### config.mk
export PLATFORM = sky130hd
export DESIGN_NAME = pm_window_sci
export DESIGN_NICKNAME = d
export VERILOG_FILES = /design/src/rtl/pm_window_sci.sv
export SDC_FILE = /design/constraint.sdc
export NUM_CORES = 1
export LEC_CHECK = 0
export ABC_AREA = 1
export BUFFER_PORTS_ARGS = -buffer_cell sky130_fd_sc_hd__buf_4
export CAP_MARGIN = 20
export CORE_MARGIN = 5
export CORE_UTILIZATION = 25
export DETAILED_ROUTE_END_ITERATION = 7
export SYNTH_ARGS = -nofsm -noshare
export SYNTH_HDL_FRONTEND = slang
export SYNTH_SLANG_ARGS = --single-unit
export TNS_END_PERCENT = 30
### constraint.sdc
create_clock -name clk -period 1.57 [get_ports clk]
set_clock_uncertainty 0.15 [all_clocks]
set_input_delay 0 -clock clk [delete_from_list [all_inputs] [get_ports clk]]
set_output_delay 0 -clock clk [all_outputs]
set_load 0.01 [all_outputs]
### src/rtl/pm_window_sci.sv
module pm_window_sci #(
  parameter int TMR_W = 24
) (
  input  logic        clk,
  input  logic        rst_n,
  input  logic [31:0] cfg_base,
  input  logic [7:0]  cfg_ctl,
  input  logic [15:0] io_addr,
  input  logic        io_wr,
  input  logic        io_rd,
  input  logic [15:0] io_wdata,
  output logic [15:0] io_rdata,
  output logic        io_hit,
  input  logic        tmr_tick,
  input  logic        evt_rtc,
  input  logic        evt_pwrbtn,
  input  logic        evt_glbl,
  output logic        sci
);
  localparam logic [15:0] WIN_MASK = 16'hFFC0;
  localparam logic [15:0] SCI_SRC  = 16'h0521;

  logic [15:0]      sts, en_r, ctl_r;
  logic [TMR_W-1:0] tmr, tmr_nxt;
  logic [31:0]      tmr_ext;
  logic [15:0]      sts_set, sts_clr;
  logic [4:0]       sel;
  logic             wr_hit, tmr_flip, tmr_set;

  assign io_hit  = cfg_ctl[0] && ((io_addr & WIN_MASK) == (cfg_base[15:0] & WIN_MASK));
  assign sel     = io_addr[5:1];
  assign wr_hit  = io_hit && io_wr;
  assign tmr_nxt = tmr + 1'b1;
  assign tmr_ext = 32'(tmr);

  assign tmr_flip = tmr_tick && (tmr_nxt[TMR_W-1] != tmr[TMR_W-1]);
  assign tmr_set  = tmr_flip && en_r[0] && !sts[0];

  assign sts_set = {5'b0, evt_rtc, 1'b0, evt_pwrbtn, 2'b0, evt_glbl, 4'b0, tmr_set};
  assign sts_clr = (wr_hit && sel == 5'd0) ? (io_wdata & SCI_SRC) : 16'h0;

  assign sci = |(sts & en_r & SCI_SRC);

  always_ff @(posedge clk or negedge rst_n) begin
    if (!rst_n) begin
      sts   <= '0;
      en_r  <= '0;
      ctl_r <= '0;
      tmr   <= '0;
    end else begin
      sts <= (sts & ~sts_clr) | sts_set;
      if (wr_hit && sel == 5'd1) en_r  <= io_wdata;
      if (wr_hit && sel == 5'd2) ctl_r <= io_wdata;
      if (tmr_tick) tmr <= tmr_nxt;
    end
  end

  always_comb begin
    io_rdata = 16'h0;
    if (io_hit && io_rd) begin
      case (sel)
        5'd0:    io_rdata = sts;
        5'd1:    io_rdata = en_r;
        5'd2:    io_rdata = ctl_r;
        5'd4:    io_rdata = tmr_ext[15:0];
        5'd5:    io_rdata = tmr_ext[31:16];
        default: io_rdata = 16'h0;
      endcase
    end
  end
endmodule

==> After elaboration in Yosys (flattened, before gate mapping) <==
Index checks and enable logic that the tools add are counted.
Widths: inputs -> output; s select.
{ "totals": {"reg_bits": 72, "elab_cells": 30, "out_inout_bits": 18} }
{ "op_classes": {"bitwise_logic": 4, "n_reduce_logical": 12, "eq_ne": 6, "mux": 3, "n_addsub": 1} }
{ "op_table": {"columns": ["operator", "count"], "rows": [
  ["$pmux 16 s5", 1],
  ["$add 24x1->24 const B", 1],
  ["$and 16x16->16", 1],
  ["$mux 16", 1],
  ["$not 11->16", 1],
  ["$or 16x11->16", 1],
  ["$and 11x11->11", 1],
  ["$mux 11", 1],
  ["$eq 10x10->1", 1],
  ["$eq 5x3->1 const B", 2],
  ["$logic_and 1x1->1", 9],
  ["$eq 5x1->1 const B", 1],
  ["$eq 5x2->1 const B", 1],
  ["$logic_not 5->1", 1],
  ["$reduce_or 4->1", 1],
  ["$logic_not 1->1", 1],
  ["$ne 1x1->1", 1]
]} }

==> Logic depth before layout (Yosys ltp) <==
Gate-level depths: netlist of run 1.
{ "depth": {"ltp_word": 8, "mapped_depth": 10, "depth_no_buf": 9} }

==> Worst setup path after synthesis of run 1 <==
No wires, ideal clock.
{ "synth_path": {"kind": "register to register", "start": "register tmr[0]", "end": "register tmr[20]", "required_time_ns": 1.297, "stages_incl_launch_ff": 8, "arrival_time_ns": 1.349, "synth_period_minus_slack_ns": 1.622, "setup_time_ns": 0.123, "path_buffers": 0, "slack_ns": -0.052, "path_cell_list": "dfrtp_1 > ha_1 > nand3_2 > nor2_2 > nand3_2 > nor3_2 > nand3_1 > xor2_1"} }
{ "synth_via": {"elab_chain_len": 1} }
{ "synth_rtl": {"columns": ["item", "line", "text"], "rows": [
  ["from (decl)", "24", "logic [TMR_W-1:0] tmr, tmr_nxt;"],
  ["from (signal assigned)", "54", "if (tmr_tick) tmr <= tmr_nxt;"],
  ["$add 24x1->24", "33", "assign tmr_nxt = tmr + 1'b1;"]
]} }
Every way passes these cells.
A chain may end at the register's enable or synchronous reset.

==> Final worst setup path of run 1 <==
Ends and elaborated chain as after synthesis.

==> results.toml, run 1 <==
[timing]
period_needed_ns = 1.60
hold_viol = 17
final.setup.worst_slack_ns = -0.0274
setup_violations = 7
worst_hold_slack_ns = -0.00883
worst_pin_slew_ns = 0.367
max_clock_freq_ghz = 0.626
slew_headroom_pct = 75.3
slew_violations = 0
rsz0062_at_grt = "yes"
period_share_pct = 102

[critical_path]
critPathLaunchType = "register"
critical_path_class = "register to register"
path_common_cell = "nand3_4"
path_cells = "ha_4 > nand3_4 > nor2_4 > nand3_4 > nor3_4 > nand3_1 > xor2_1"
worst-path-buf-inv = 0
worstSetupEndpointType = "register"
worstPathMaxFanout = 3
cp.required_ns = 1.63
cp.arrival_ns = 1.66
slowest_stage = "dfrtp_2"
critical-path-top-delay-family = "simple AND/OR/NAND/NOR gates"
max_stage_delay_ns = 0.42

[final_layout]
fin_nets = 670
fin_util_pct = 37.9
finalInstanceArea_mm2 = 0.00530
stdcell_count = 774
area_growth_syn_to_layout_pct = 47.8
antenna_cells = 0
layout-drive-gt1-share_pct = 34.5

[clocking]
cts_root_buf = "clkbuf_16"
clock_tree.buffer_depth = 2
cts_tree = "done"
path_clk_slew_ns = 0.06
clk_latency_ns = 0.33
cts_buffers = 9
clock_sinks = 60
ctsHtreeMaxLevel = 3

[drt]
routed-via-count = 3336
drc = 0
first_iter_violations = 144
drtPass1Iterations = 4
finalWirelength_mm = 9.84
vias_per_cell = 4.31
routedWlPerCell_um = 12.7
final_antenna_net_count = 0

[place]
place_ws_ns = -0.114
placed_cell_area_mm2 = 0.00458
dp_hpwl_mm = 7.31
placed_cells = 730
portBuffers = 67
globalplace.congestion = 0.868

[status]
status = "finished, violations left"
violations = "hold timing, setup timing"

[synthesis]
yosysMostFrequentCell = "nand2_1"
syn-num-nets = 536
synth_edf_count = 0
ys.warnings.count = 0
synthTopCellsByArea = "dfrtp_1, nand2_1, inv_1, o21ai_2, xor2_1"
syn-cell-area_mm2 = 0.00359
synth_top_area_cell = "dfrtp_1"
synth_top_area_share_pct = 41.9
yosysUniqueCellTypes = 33
synth-seq-cells = 60
syn_area_per_cell_um2 = 7.88
synthCells = 455
ys.flop_type = "dfrtp_1"
netlist_top_cells_count = "nand2_1, inv_1, dfrtp_1"
seq_area_frac_synth_pct = 41.9
async_flop_share_pct = 100

[power]
power_leakage_uw = 0.00268
max-vdd-ir-drop_uv = 654
cellPowerDensity_mw_per_mm2 = 876

[global_route]
grt_usage_pct = 12.0
grt_antenna_before_repair = 0
grt_pass1_vias = 3415
grt_pass1_wl_mm = 16.3
grt_start_max_net_pins = 36
overflow = 0

[die]
fp-row-count = 43
dieHeight_um = 130
initial_core_util_pct = 25.6
dieArea_mm2 = 0.0168
core-area_mm2 = 0.0140
io_pins = 98
die_x_um = 130

[flow_run]
cap_viol_max_count = 0

[hold_path]
hold_class = "primary input to async pin"
## logic make-up after synthesis
logic type / count (synthesis) / synth area share, %
and+or+nand+nor: 206 / 27.0
buffers and inverters: 92 / 11.4
AOI/OAI and AO/OA: 72 / 13.6
DFF: 60 / 41.9
xor gates and xnor gates: 24 / 5.86
adders and majority gates: 1 / 0.349
## layout by cell type (no fill, tap or decap), types with 2 or more instances in the layout
cell           synthesis  layout
nor2_2                 6       5
nor3_4                 1       3
o21ai_1               13      14
clkinv_4               0       4
dlygate4sd3_1          0      21
nand3_2                3       4
buf_4                  2     105
inv_1                 78      73
a22o_1                 2       2
xnor2_1                4       4
nand3_1               21      17
a21oi_1               11      10
nand3_4                0       3
nor3_2                 2       2
xor2_1                20      20
nor3_1                 7       5
a211oi_1               5       2
o21ai_2               25      28
nand4_1                3       3
a211oi_2               0       3
buf_6                  7       2
clkbuf_16              0       9
nand4_4                3       3
dfrtp_2                0       2
inv_2                  3       7
nand2_1              113     111
dfrtp_1               60      58
buf_12                 0       6
o22ai_2                0       2
o21bai_1               3       3
nor2_1                39      37
nand2_2                2       4
nor2_4                 3       6
o21ai_0                9       5
## layer usage
| metal | global-route usage, % | vias up | wire length (µm) |
|---|---|---|---|
| met4 | 3.24 | 0 | 113 |
| met2 | 20.5 | 58 | 4950 |
| met1 | 15.5 | 1576 | 4450 |
| met3 | 2.62 | 9 | 331 |
| met5 | 0 | - | 0 |
| li1 | - | 1693 | - |
## final timing paths
| check | start | to | slack, ns | cells past startpoint |
|---|---|---|---|---|
| worst max-delay path | tmr[0] | tmr[20] | -0.03 | 7 |
| worst min-delay path | rst_n | en_r[1] | -0.009 | 2 |
| worst max register to register | tmr[0] | tmr[20] | -0.03 | 7 |
| worst min register to register | en_r[8] | en_r[8] | 0.33 | 2 |
| max in group asynchronous | rst_n | tmr[0] | 0.77 | 3 |
| min in group clk | io_wr | sts[5] | 0.04 | 4 |
## through the flow
stage | setup TNS, ns | power (µW) | hold slack, ns
2_1_floorplan | -0.114 | 2040 | -0.446
3_3_place_gp | -0.171 | 2440 | -0.207
3_5_place_dp | -0.757 | 2470 | -0.205
4_1_cts | -0.362 | 4550 | 0.0130
5_1_grt | -1.21 | 4860 | 0.0413
6_report | -0.0563 | 4640 | -0.00883
## sequential cells by signal, summed over array words and instances (netlist names)
signal / flops
en_r: 16
tmr: 24
sts: 4
ctl_r: 16
## repair_timing
item	in CTS	in global routing
pin swaps	1	11
endpoints found under the setup margin	21	26
setup buffers	1	7
resized for setup	22	21
hold buffers	21	0
hold endpoints to repair	102	0
## worst register-to-register path, stage by stage (launching register included)
cell	delay, ns
dfrtp_2	0.42
ha_4	0.16
nand3_4	0.08
nor2_4	0.12
nand3_4	0.11
nor3_4	0.17
nand3_1	0.11
xor2_1	0.16
## final cells by class
cell class	instances	area (µm²)
Tap cell	180	225
Clock buffer	9	225
Multi-Input combinational cell	303	1820
Inverter	81	307
Timing Repair Buffer	134	1140
Sequential cell	60	1500
Fill cell	1436	8690
Clock inverter	7	77.6
## report_power, final
| part | switching, µW | internal [µW] |
|---|---|---|
| Sequential | 90.6 | 1640 |
| Clock | 728 | 1230 |
| Combinational | 454 | 492 |
No activity file was read; power rests on OpenSTA's default activity.
==> run 2, diff against run 1 <==
--- a/config.mk
+++ b/config.mk
@@ -8,7 +8,6 @@
 export ABC_AREA = 1
 export BUFFER_PORTS_ARGS = -buffer_cell sky130_fd_sc_hd__buf_4
 export CAP_MARGIN = 20
-export CORE_MARGIN = 5
 export CORE_UTILIZATION = 25
 export DETAILED_ROUTE_END_ITERATION = 7
 export SYNTH_ARGS = -nofsm -noshare
==> run 2 against run 1 <==
Effect of this change:
- the run still ends with hold timing, setup timing left
- worst hold slack worse by 0.0033 ns
- die area is 12% lower
- sequential power hardly changed
- largest power group unchanged
- largest cell class unchanged
- power is 5.3% lower
- clock power is 5% lower
- via count is 1.4% higher
==> results.toml, run 2 (same netlist as run 1, synthesis figures left out) <==
[global_route]
grt_antenna_before_repair = 0
grt_usage_pct = 13.4
grt_pass1_vias = 3282
grt_start_max_net_pins = 40
overflow = 0
grt_pass1_wl_mm = 15.5

[final_layout]
fin_nets = 661
regMostFlops = "tmr"
area_growth_syn_to_layout_pct = 45.3
stdcell_count = 765
reg_top3 = "tmr x24, ctl_r x16, en_r x16"
largest_register_ffs = 24
antenna_cells = 0
final_common_cell = "nand2_1"
layout_common_cells = "nand2_1, buf_4, inv_1"
layout-drive-gt1-share_pct = 31.5

[clocking]
cts_root_buf = "clkbuf_16"
ctsHtreeMaxLevel = 3
clk_latency_ns = 0.33
cts_buffers = 9
clock_tree.buffer_depth = 2
path_clk_slew_ns = 0.05
cts_tree = "done"
clock_sinks = 60

[place]
dp_hpwl_mm = 6.96
portBuffers = 67
globalplace.congestion = 0.862
placed_cells = 723
place_ws_ns = -0.111

[die]
initial_core_util_pct = 25.7
io_pins = 98
die_x_um = 122
fp-row-count = 43
dieHeight_um = 122
core-area_mm2 = 0.0139
dieArea_mm2 = 0.0148

[critical_path]
critPathLaunchType = "register"
critical_path_class = "register to register"
worstSetupEndpointType = "register"
cp.arrival_ns = 1.74
cp.required_ns = 1.67
rrSetupSlack_ns = -0.07
reg2reg_from = "tmr[1]"
critPathLaunch = "tmr[1]"
worstPathMaxFanout = 3

[drt]
final_antenna_net_count = 0
routedWlPerCell_um = 12.5
first_iter_violations = 167
routed-via-count = 3382
vias_per_cell = 4.42
drc = 0
finalWirelength_mm = 9.56
drtPass1Iterations = 4

[timing]
period_share_pct = 104
period_needed_ns = 1.64
hold_viol = 21
final.setup.worst_slack_ns = -0.0693
worst_hold_slack_ns = -0.0121
setup_violations = 9
rsz0062_at_grt = "yes"
slew_violations = 0
worst_pin_slew_ns = 0.385
max_clock_freq_ghz = 0.610
slew_headroom_pct = 74.3

[status]
status = "finished, violations left"
violations = "hold timing, setup timing"

[power]
cellPowerDensity_mw_per_mm2 = 844
power_leakage_uw = 0.00263
max-vdd-ir-drop_uv = 552
power_uw = 4400

[flow_run]
cap_viol_max_count = 0

[hold_path]
hold_class = "primary input to async pin"
[run 2: cell count changes in the layout (fill, tap and decap cells not counted), moves of 3 or more]
cell	before	now
buf_4	105	94
clkinv_4	4	0
clkbuf_1	0	3
clkbuf_8	0	3
dlygate4sd3_1	21	24
inv_1	73	76
nand3_1	17	20
nand3_2	4	1
nor2_2	5	2
[run 2: layout make-up]
cell class	instances	area, µm²
repair buffers	125	1070
flip-flops and latches	60	1500
well taps	180	225
clock inverters	1	5.00
fillers	1380	8720
inverters	81	304
clock buffers	15	278
multi-input cells	303	1830
[run 2: power by group]
| part | total, µW | internal (µW) | switching, µW |
|---|---|---|---|
| clock | 1860 | 1200 | 666 |
| sequential | 1740 | 1640 | 95.3 |
| combinational | 799 | 394 | 404 |
[run 2: final timing paths]
check	end	depth (start not counted)
setup reg to reg	tmr[22]	8
min in group clk	sts[0]	4
hold / removal	sts[10]	2
hold reg to reg	ctl_r[12]	2
setup / recovery	tmr[22]	8
max in group asynchronous	tmr[2]	3
[run 2: per-stage QoR]
stage	hold slack (ns)	utilization (%)	cell area [µm²]	setup TNS [ns]
after floorplan	-0.446	-	3590	-0.114
after global placement	-0.229	32.4	4510	-0.351
after detailed placement	-0.228	32.4	4510	-0.726
after CTS	0.000872	36.7	5120	-0.370
after global routing	0.0418	37.4	5210	-2.01
final	-0.0121	37.4	5210	-0.377
[run 2: repair_timing]
| action | in CTS | in global routing |
|---|---|---|
| hold buffers | 24 | 0 |
| gates resized for setup | 17 | 21 |
| pin swaps | 3 | 7 |
| hold endpoints to repair | 102 | 0 |
| gates cloned | 0 | 0 |
| endpoints found under the setup margin | 19 | 29 |
| setup buffers | 1 | 1 |
[run 2: routing by layer]
metal  track usage, %  share of wire, %  vias to the layer above
met1             17.1                44                     1607
met3             1.97               3.5                       16
met5                0                 0                        -
met4             4.63               1.6                        0
li1                 -                 -                     1679
met2             22.9                51                       80
[run 2: critical path, stage by stage, from the launching register on]
cell     delay (ns)
dfrtp_1        0.41
ha_4           0.17
nand3_4        0.08
nor2_4         0.14
nand3_4        0.12
nor2_4         0.17
nand2_4        0.08
nor2_4         0.09
xor2_1         0.15
